File: src/rtl/bootcmd_pkg.sv
package bootcmd_pkg;

    parameter int DW = 16;

    typedef enum logic [1:0] {
        OP_NONE,
        OP_RESET,
        OP_ARM,
        OP_IDREAD
    } boot_op_e;

    typedef enum logic [1:0] {
        ST_IDLE,
        ST_ARMED,
        ST_WAIT_ACK,
        ST_ID_WR
    } seq_state_e;

    localparam logic [DW-1:0] CODE_RESET  = 16'h00F0;
    localparam logic [DW-1:0] CODE_ARM    = 16'h00E0;
    localparam logic [DW-1:0] CODE_IDREAD = 16'h0090;

endpackage

File: src/rtl/bootcmd_decode.sv
module bootcmd_decode
    import bootcmd_pkg::*;
#(
    parameter int              AW         = 16,
    parameter logic [AW-1:0]   MAIN_LAST  = 16'h01FF,
    parameter logic [AW-1:0]   SPARE_BASE = 16'h8000,
    parameter logic [AW-1:0]   SPARE_LAST = 16'h800F
) (
    input  logic          wr_en,
    input  logic [AW-1:0] addr,
    input  logic [DW-1:0] data,
    output logic          hit,
    output boot_op_e      op,
    output logic          data_zero
);
    logic in_main;
    logic in_spare;

    always_comb begin
        in_main   = (addr <= MAIN_LAST);
        in_spare  = (addr >= SPARE_BASE) && (addr <= SPARE_LAST);
        hit       = wr_en && (in_main || in_spare);
        data_zero = (data == '0);
        unique case (data)
            CODE_RESET:  op = OP_RESET;
            CODE_ARM:    op = OP_ARM;
            CODE_IDREAD: op = OP_IDREAD;
            default:     op = OP_NONE;
        endcase
    end

endmodule

File: src/rtl/bootcmd_idwr.sv
module bootcmd_idwr
    import bootcmd_pkg::*;
#(
    parameter int NWORDS = 3,
    parameter int BW     = 8,
    localparam int IW    = (NWORDS > 1) ? $clog2(NWORDS) : 1
) (
    input  logic                        clk,
    input  logic                        rst_n,
    input  logic                        start,
    input  logic [NWORDS-1:0][BW-1:0]   id_bytes,
    output logic                        buf_we,
    output logic [IW-1:0]               buf_idx,
    output logic [DW-1:0]               buf_wdata,
    output logic                        last
);
    localparam logic [IW-1:0] LAST_IDX = IW'(NWORDS - 1);

    typedef struct packed {
        logic                      active;
        logic [IW-1:0]             idx;
        logic [NWORDS-1:0][BW-1:0] bytes;
    } idwr_t;

    idwr_t st_d, st_q;

    always_comb begin
        st_d = st_q;
        if (start) begin
            st_d.active = 1'b1;
            st_d.idx    = '0;
            st_d.bytes  = id_bytes;
        end else if (st_q.active) begin
            if (st_q.idx == LAST_IDX) begin
                st_d.active = 1'b0;
            end else begin
                st_d.idx = st_q.idx + 1'b1;
            end
        end
    end

    always_ff @(posedge clk) begin
        if (!rst_n) begin
            st_q <= '0;
        end else begin
            st_q <= st_d;
        end
    end

    assign buf_we    = st_q.active;
    assign buf_idx   = st_q.idx;
    assign buf_wdata = DW'(st_q.bytes[st_q.idx]);
    assign last      = st_q.active && (st_q.idx == LAST_IDX);

    // words are written in ascending order on consecutive cycles
    a_r7_idx_steps: assert property (@(posedge clk) disable iff (!rst_n)
        (buf_we && buf_idx != LAST_IDX) |=> (buf_we && buf_idx == $past(buf_idx) + 1'b1));

    // the sequence stops after the last word
    a_r7_stops_after_last: assert property (@(posedge clk) disable iff (!rst_n)
        (buf_we && buf_idx == LAST_IDX && !$past(start)) |=> !buf_we || buf_idx == '0);

endmodule

File: src/rtl/bootcmd_ctrl.sv
module bootcmd_ctrl
    import bootcmd_pkg::*;
#(
    parameter int AW        = 16,
    parameter int PAGE_W    = 8,
    parameter int PAGE_STEP = 4,
    parameter int ID_WORDS  = 3,
    parameter int ID_BW     = 8,
    localparam int IW       = $clog2(ID_WORDS)
) (
    input  logic          clk,
    input  logic          rst_n,
    input  logic          bus_wr,
    input  logic [AW-1:0] bus_addr,
    input  logic [DW-1:0] bus_wdata,
    input  logic [DW-1:0] cur_block,
    input  logic [DW-1:0] cur_page,
    input  logic [DW-1:0] mfr_id,
    input  logic [DW-1:0] dev_id,
    input  logic [DW-1:0] wp_stat,
    output logic          ld_req,
    output logic [DW-1:0] ld_block,
    output logic [DW-1:0] ld_page,
    input  logic          ld_ack,
    output logic          page_upd,
    output logic [DW-1:0] page_upd_val,
    output logic          buf_we,
    output logic [IW-1:0] buf_idx,
    output logic [DW-1:0] buf_wdata,
    output logic          core_rst_req
);
    typedef struct packed {
        seq_state_e    state;
        logic          ld_req;
        logic [DW-1:0] ld_block;
        logic [DW-1:0] ld_page;
        logic          page_upd;
        logic [DW-1:0] page_val;
        logic          rst_req;
    } ctrl_t;

    ctrl_t    ct_d, ct_q;
    logic     win_hit;
    boot_op_e win_op;
    logic     win_zero;
    logic     id_start;
    logic     id_last;
    logic [ID_WORDS-1:0][ID_BW-1:0] id_bytes;
    logic [PAGE_W-1:0] page_next;

    bootcmd_decode #(.AW(AW)) u_decode (
        .wr_en     (bus_wr),
        .addr      (bus_addr),
        .data      (bus_wdata),
        .hit       (win_hit),
        .op        (win_op),
        .data_zero (win_zero)
    );

    assign id_bytes[0] = mfr_id[ID_BW-1:0];
    assign id_bytes[1] = dev_id[ID_BW-1:0];
    assign id_bytes[2] = wp_stat[ID_BW-1:0];

    bootcmd_idwr #(.NWORDS(ID_WORDS), .BW(ID_BW)) u_idwr (
        .clk       (clk),
        .rst_n     (rst_n),
        .start     (id_start),
        .id_bytes  (id_bytes),
        .buf_we    (buf_we),
        .buf_idx   (buf_idx),
        .buf_wdata (buf_wdata),
        .last      (id_last)
    );

    assign page_next = ct_q.ld_page[PAGE_W-1:0] + PAGE_W'(PAGE_STEP);

    always_comb begin
        ct_d          = ct_q;
        ct_d.ld_req   = 1'b0;
        ct_d.page_upd = 1'b0;
        ct_d.rst_req  = 1'b0;
        id_start      = 1'b0;
        unique case (ct_q.state)
            ST_IDLE: begin
                if (win_hit) begin
                    unique case (win_op)
                        OP_RESET:  ct_d.rst_req = 1'b1;
                        OP_ARM:    ct_d.state   = ST_ARMED;
                        OP_IDREAD: begin
                            id_start   = 1'b1;
                            ct_d.state = ST_ID_WR;
                        end
                        default: ;
                    endcase
                end
            end
            ST_ARMED: begin
                if (win_hit) begin
                    ct_d.state = ST_IDLE;
                    if (win_zero) begin
                        ct_d.ld_req   = 1'b1;
                        ct_d.ld_block = cur_block;
                        ct_d.ld_page  = cur_page;
                        ct_d.state    = ST_WAIT_ACK;
                    end
                end
            end
            ST_WAIT_ACK: begin
                if (ld_ack) begin
                    ct_d.page_upd = 1'b1;
                    ct_d.page_val = DW'(page_next);
                    ct_d.state    = ST_IDLE;
                end
            end
            ST_ID_WR: begin
                if (id_last) begin
                    ct_d.state = ST_IDLE;
                end
            end
            default: ct_d.state = ST_IDLE;
        endcase
    end

    always_ff @(posedge clk) begin
        if (!rst_n) begin
            ct_q <= '0;
        end else begin
            ct_q <= ct_d;
        end
    end

    assign ld_req       = ct_q.ld_req;
    assign ld_block     = ct_q.ld_block;
    assign ld_page      = ct_q.ld_page;
    assign page_upd     = ct_q.page_upd;
    assign page_upd_val = ct_q.page_val;
    assign core_rst_req = ct_q.rst_req;

    // the load request lasts one cycle
    a_r4_ld_pulse: assert property (@(posedge clk) disable iff (!rst_n)
        ld_req |=> !ld_req);

    // the reset request lasts one cycle
    a_r2_rst_pulse: assert property (@(posedge clk) disable iff (!rst_n)
        core_rst_req |=> !core_rst_req);

    // a page update only follows an acknowledge
    a_r5_upd_after_ack: assert property (@(posedge clk) disable iff (!rst_n)
        page_upd |-> $past(ld_ack));

    // an accepted window write always leaves the armed state
    a_r3_disarm: assert property (@(posedge clk) disable iff (!rst_n)
        (ct_q.state == ST_ARMED && win_hit) |=> ct_q.state != ST_ARMED);

    // no new command is issued while busy
    a_r9_quiet_while_busy: assert property (@(posedge clk) disable iff (!rst_n)
        (ct_q.state == ST_WAIT_ACK || ct_q.state == ST_ID_WR) |=> (!core_rst_req && !ld_req));

endmodule

File: config.mk
export PLATFORM = sky130hd
export DESIGN_NAME = bootcmd_ctrl
export DESIGN_NICKNAME = d
export VERILOG_FILES = /design/src/rtl/bootcmd_pkg.sv /design/src/rtl/bootcmd_decode.sv /design/src/rtl/bootcmd_idwr.sv /design/src/rtl/bootcmd_ctrl.sv
export SDC_FILE = /design/constraint.sdc
export NUM_CORES = 1
export LEC_CHECK = 0
export BUFFER_PORTS_ARGS = -buffer_cell sky130_fd_sc_hd__buf_2
export CAP_MARGIN = 10
export CORE_MARGIN = 3
export CORE_UTILIZATION = 41
export DETAILED_ROUTE_END_ITERATION = 10
export GPL_TIMING_DRIVEN = 0
export MAX_ROUTING_LAYER = met4
export PLACE_DENSITY_LB_ADDON = 0.08
export RECOVER_POWER = 100
export SYNTH_ARGS = -nofsm -noshare
export SYNTH_HDL_FRONTEND = slang
export SYNTH_SLANG_ARGS = --single-unit
File: constraint.sdc
create_clock -name clk -period 2.9 [get_ports clk]
set_clock_uncertainty 0.05 [all_clocks]
set_input_delay 0 -clock clk [delete_from_list [all_inputs] [get_ports clk]]
set_output_delay 0 -clock clk [all_outputs]
set_load 0.02 [all_outputs]
==> results.yml, run 1 <==
outcome:
  status: "complete, but fails checks"
  violations: "negative hold slack"
clocking:
  post_cts_resized: 0
  cts-hold-fix-buffers: 63
  cts_tree: "built"
  cts.htree.levels: 3
  clk_pin_slew_ns: 0.08
  cts.sinks: 72
  clock_latency_ns: 0.34
  cts_buffers: 9
  clock_path_buffers: 2
  postCtsSetupBuffers: 0
  cts-root-buf: "clkbuf_8"
critical_path:
  endpoint_kind: "flop"
  start_kind: "primary input"
  cp.required_ns: 3.08
  arrival_ns: 2.61
  cp_max_fo: 10
  crit_type: "primary input to flop"
logic_synthesis:
  syn_area_um2: 3510
  synthArstFlopShare_pct: 0
  syn_avg_cell_area_um2: 8.23
  synth_warnings: 0
  yosys-mux-area-fraction_pct: 3.14
  synth_xor_area_share_pct: 1.25
  ys_seq_area_share_pct: 41.1
  synth_enable_flop_cells: 0
  synth_top_family_by_area: "simple AND/OR/NAND/NOR gates"
  synthSimpleGateAreaFrac_pct: 22.0
  synth.distinct_cells: 40
  ys.flop_type: "dfxtp_1"
  synthAdderAreaFrac_pct: 0.714
  synthCells: 426
  synth-compound-area-share_pct: 15.3
  synth-seq-cells: 72
layout:
  drive_gt1_share_pct: 25.3
  final_cell_mix: "103 x nand2_1, 89 x buf_2, 73 x clkbuf_1"
  final_area_um2: 5130
  final_common_cell: "nand2_1"
  area_growth_pct: 46.2
  nNetsFinal: 773
  antenna_cells: 0
global_routing:
  grt_pass1_vias: 3412
  grt_pass1_wl_um: 15200
  antenna_found_initial: 0
  overflow: 0
  grt_usage_pct: 19.6
  grt_max_degree: 14
timing:
  period_share_pct: 84.0
  rsz0062_at_grt: "no"
  tightest_slew_ns: 0.545
  setup-violations-final: 0
  hold_viol: 2
  layout_min_cycle_time_ns: 2.44
  whs_ns: -0.00237
  slew_headroom_pct: 63.5
  max_freq_mhz: 410
  fin_setup_tns_ns: 0
  slew_viol_final: 0
routing:
  wire_per_inst_um: 12.0
  vias_per_cell: 4.53
  vias: 3465
  dr.first_iter.drc_count: 66
  drc: 0
  dr.pass1.iters: 4
  ant_nets: 0
  drt-total-wl_um: 9180
placement:
  portBuffers: 140
  dpl-instance-area_um2: 4400
  gp_congestion: 0.801
  hpwl_um: 6580
floorplanning:
  dieArea_um2: 9700
  rows: 33
  pin_count: 186
  start_util_pct: 42.5
  die-width_um: 98.5
  die_h_um: 98.5
  core_area_um2: 8260
power_and_ir_drop:
  powerDensity_nw_per_um2: 373
  vdd.ir_drop.worst_mv: 0.256
  p_leak_uw: 0.00218
run:
  maxCapViolations: 0
hold_path:
  hp-class: "primary input to flop"
-- Yosys cell counts, types with 4 or more instances --
master    count  share of area [%]
buf_4        58                 12
a21boi_1     29                6.2
nand2_1     103                 11
and3_1        4               0.71
dfxtp_1      72                 41
nor2b_1       4               0.71
clkbuf_1     17                1.8
buf_2         4               0.57
o211a_1       5                1.4
nand3_1      31                4.4
a21boi_0      4               0.86
o21ai_0      28                4.0
nor2_1        7               0.75
o22ai_1       7                1.2
mux2i_1      11                3.1
-- layout make-up --
cell class                      instances  area (um2)
Clock inverter                          6        43.8
Multi-Input combinational cell        282        1550
Sequential cell                        72        1440
Timing Repair Buffer                  203        1260
Inverter                                2        7.51
Buffer                                 85         556
Tap cell                              105         131
Fill cell                             790        3130
Clock buffer                           10         138
-- metal layers --
layer | part of all wire, % | GRT usage, % | up-vias
li1 | - | - | 1817
met1 | 46 | 24.9 | 1516
met2 | 47 | 31.5 | 111
met3 | 5.5 | 3.18 | 21
met4 | 1.8 | 7.35 | 0
met5 | 0 | - | -
-- flip-flops by register name, summed over array words and instances, names as in the netlist --
signal	cells
u_idwr.buf_we	1
u_idwr.st_q	24
core_rst_req	1
u_idwr.buf_idx	2
page_upd_val	8
ld_block	16
ld_req	1
page_upd	1
ld_page	16
ct_q	2
-- critical path: stages --
cell and delay, ns:
dlygate4sd3_1 0.53, buf_2 0.14, nor2_1 0.10, nand4_1 0.21
or4b_1 0.54, clkbuf_1 0.21, buf_6 0.19, nand2_1 0.06
a21boi_0 0.07, dlygate4sd3_1 0.56
-- per-stage QoR --
| stage | power, uW | util, % | setup slack, ns | instances |
|---|---|---|---|---|
| 3_5_place_dp | 1150 | 53.2 | 0.925 | 686 |
| 3_3_place_gp | 1150 | 53.2 | 0.906 | 686 |
| 2_1_floorplan | 1080 | - | 1.14 | 441 |
| 4_1_cts | 1940 | 63.1 | 0.586 | 765 |
| 5_1_grt | 2000 | 62.1 | 0.298 | 765 |
| 6_report | 1910 | 62.1 | 0.463 | 765 |
-- cell families (layout without fill, tap and decap cells) --
group | Yosys count | count (layout)
and+or+nand+nor | 169 | 169
xor gates and xnor gates | 5 | 5
buffers and inverters | 87 | 306
other | 1 | 16
adders and majority gates | 2 | 2
AOI/OAI and AO/OA | 79 | 79
DFF | 72 | 72
muxes | 11 | 11
-- where the power goes --
part	internal, uW	total (uW)	switching (uW)
Clock	335	720	386
Combinational	124	203	79.4
Sequential	987	987	0.0000251
-- worst paths after layout --
kind / from / endpoint / slack (ns) / depth (start not counted)
min reg2reg: ld_page[9] / ld_page[9] / 0.41 / 2
max: bus_wdata[4] / ld_block[2] / 0.46 / 10
min: rst_n / ld_block[4] / -0.002 / 2
max reg2reg: ct_q[51] / ld_block[2] / 0.48 / 7
No activity file was read; power rests on OpenSTA's default activity.
==> run 2: changes to the inputs <==
==> constraint.sdc (replaced) <==
create_clock -name clk -period 2.3 [get_ports clk]
set_clock_uncertainty 0.05 [all_clocks]
set_input_delay 0 -clock clk [delete_from_list [all_inputs] [get_ports clk]]
set_output_delay 0 -clock clk [all_outputs]
set_load 0.02 [all_outputs]
==> run 2 against run 1 <==
Net effect:
- the run now ends clean
- power grew 26%
- clock-buffer cell count unchanged
- via count is 0.75% lower
- critical path type is now flop to output pin
- critical path depth down 5
- critical endpoint is now buf_wdata[0]
- hold slack better by 0.013 ns
- final cell count down 0.39%
==> results.yml, run 2 (synthesis gave the netlist of run 1 again) <==
outcome:
  status: "completed"
power_and_ir_drop:
  powerDensity_nw_per_um2: 475
  p_leak_uw: 0.00214
  vdd.ir_drop.worst_mv: 0.323
placement:
  hpwl_um: 6580
  placedCellCount: 686
  portBuffers: 140
  gp_congestion: 0.801
  dp_slack_ns: 0.325
floorplanning:
  core_area_um2: 8260
  start_util_pct: 42.5
  dieArea_um2: 9700
  pin_count: 186
  rows: 33
  die_h_um: 98.5
  die-width_um: 98.5
timing:
  layout_min_cycle_time_ns: 2.09
  slew_viol_final: 0
  worst_slack_ns: 0.206
  max_freq_mhz: 478
  tightest_slew_ns: 0.603
  hold_viol: 0
  slew_headroom_pct: 59.7
  rsz0062_at_grt: "no"
  whs_ns: 0.0102
  period_share_pct: 91.0
  fin_setup_tns_ns: 0
  setup-violations-final: 0
routing:
  drc: 0
  vias_per_cell: 4.51
  vias: 3439
  dr.first_iter.drc_count: 66
  dr.pass1.iters: 4
  ant_nets: 0
  drt-total-wl_um: 9150
  wire_per_inst_um: 12.0
hold_path:
  min_from: "bus_wdata[7]"
  hp-class: "primary input to flop"
  min_to: "ld_req"
  holdPathStages: 4
critical_path:
  r2r-end: "ld_page[0]"
  cp.required_ns: 2.25
  worstRegToRegCells: 5
  cp_max_fo: 10
  crit_type: "flop to output pin"
  start_kind: "flop"
  rr_startpoint: "ct_q[51]"
  arrival_ns: 2.04
  reg2reg_setup_slack_ns: 0.32
  endpoint_kind: "output pin"
clocking:
  cts.sinks: 72
  clock_latency_ns: 0.34
  cts_buffers: 9
  cts_tree: "built"
  cts.htree.levels: 3
  cts-root-buf: "clkbuf_8"
  clock_path_buffers: 2
  clk_pin_slew_ns: 0.08
global_routing:
  antenna_found_initial: 0
  grt_max_degree: 14
  overflow: 0
  grt_pass1_wl_um: 15200
  grt_pass1_vias: 3395
  grt_usage_pct: 19.5
layout:
  final_common_cell: "nand2_1"
  area_growth_pct: 44.7
  nNetsFinal: 770
  largest_register_ffs: 24
  regArea_um2: 1440
  drive_gt1_share_pct: 25.4
  antenna_cells: 0
  top_register: "u_idwr.st_q"
  final_cell_mix: "103 x nand2_1, 89 x buf_2, 73 x clkbuf_1"
  multi_input_area_um2: 1540
  fillers: 794
  final_cells: 762
run:
  maxCapViolations: 0
## run 2: cell count changes in the layout (fill, tap and decap cells not counted)
cell / before / now
nor4b_4: 1 / 0
a21boi_0: 30 / 25
clkbuf_2: 0 / 2
a21boi_1: 3 / 8
buf_6: 2 / 0
dlygate4sd3_1: 63 / 60
nor4b_2: 0 / 1
## run 2: cell type report
type | count | area share, %
buffer | 85 | 10.7
clock buffer | 10 | 2.71
clock inverter | 6 | 0.863
inverter | 2 | 0.148
multi-input combinational | 282 | 30.3
sequential | 72 | 28.4
tap | 105 | 2.59
timing repair buffer | 200 | 24.3
## run 2: metal layers
metal / routed length, um / track usage, % / vias up
met3: 508 / 3.18 / 21
met1: 4250 / 24.9 / 1500
li1: - / - / 1809
met4: 165 / 7.35 / 0
met2: 4220 / 31.1 / 109
met5: 0 / - / -
## run 2: timing repair
item / in CTS / in global routing
setup buffers: 0 / 0
setup endpoints to repair: 0 / 2
endpoints found under the hold margin: 58 / 0
hold buffers: 60 / 0
resized for setup: 0 / 2
## run 2: power by group
part	switching (uW)	internal (uW)	total [uW]
logic	99.9	157	257
clock network	489	422	911
registers	0.0000316	1250	1250
total	589	1820	2410
## run 2: critical path: stages, from the launching register on
cell and delay, ns:
dfxtp_1 0.37, clkbuf_1 0.44, clkbuf_2 0.33, mux2i_1 0.12
o22ai_1 0.19, clkbuf_1 0.25
## run 2: worst max path at each step
| stage | startpoint | to | slack, ns | depth (start not counted) |
|---|---|---|---|---|
| CTS | u_idwr.buf_idx[1] | buf_wdata[0] | 0.13 | 5 |
| floorplan | u_idwr.buf_idx[0] | u_idwr.buf_idx[1] | 0.54 | 8 |
| detailed placement | u_idwr.buf_idx[0] | u_idwr.buf_idx[1] | 0.33 | 8 |
| global placement | u_idwr.buf_idx[0] | u_idwr.buf_idx[0] | 0.31 | 7 |
| finish | u_idwr.buf_idx[1] | buf_wdata[0] | 0.21 | 5 |
| global route | ct_q[52] | ld_page[1] | 0.07 | 6 |
## run 2: through the flow
step	utilization [%]	total power, uW	instance area, um2
2_1_floorplan	-	1360	3560
3_3_place_gp	53.2	1450	4400
3_5_place_dp	53.2	1450	4400
4_1_cts	62.7	2440	5180
5_1_grt	61.5	2530	5080
6_report	61.5	2410	5080
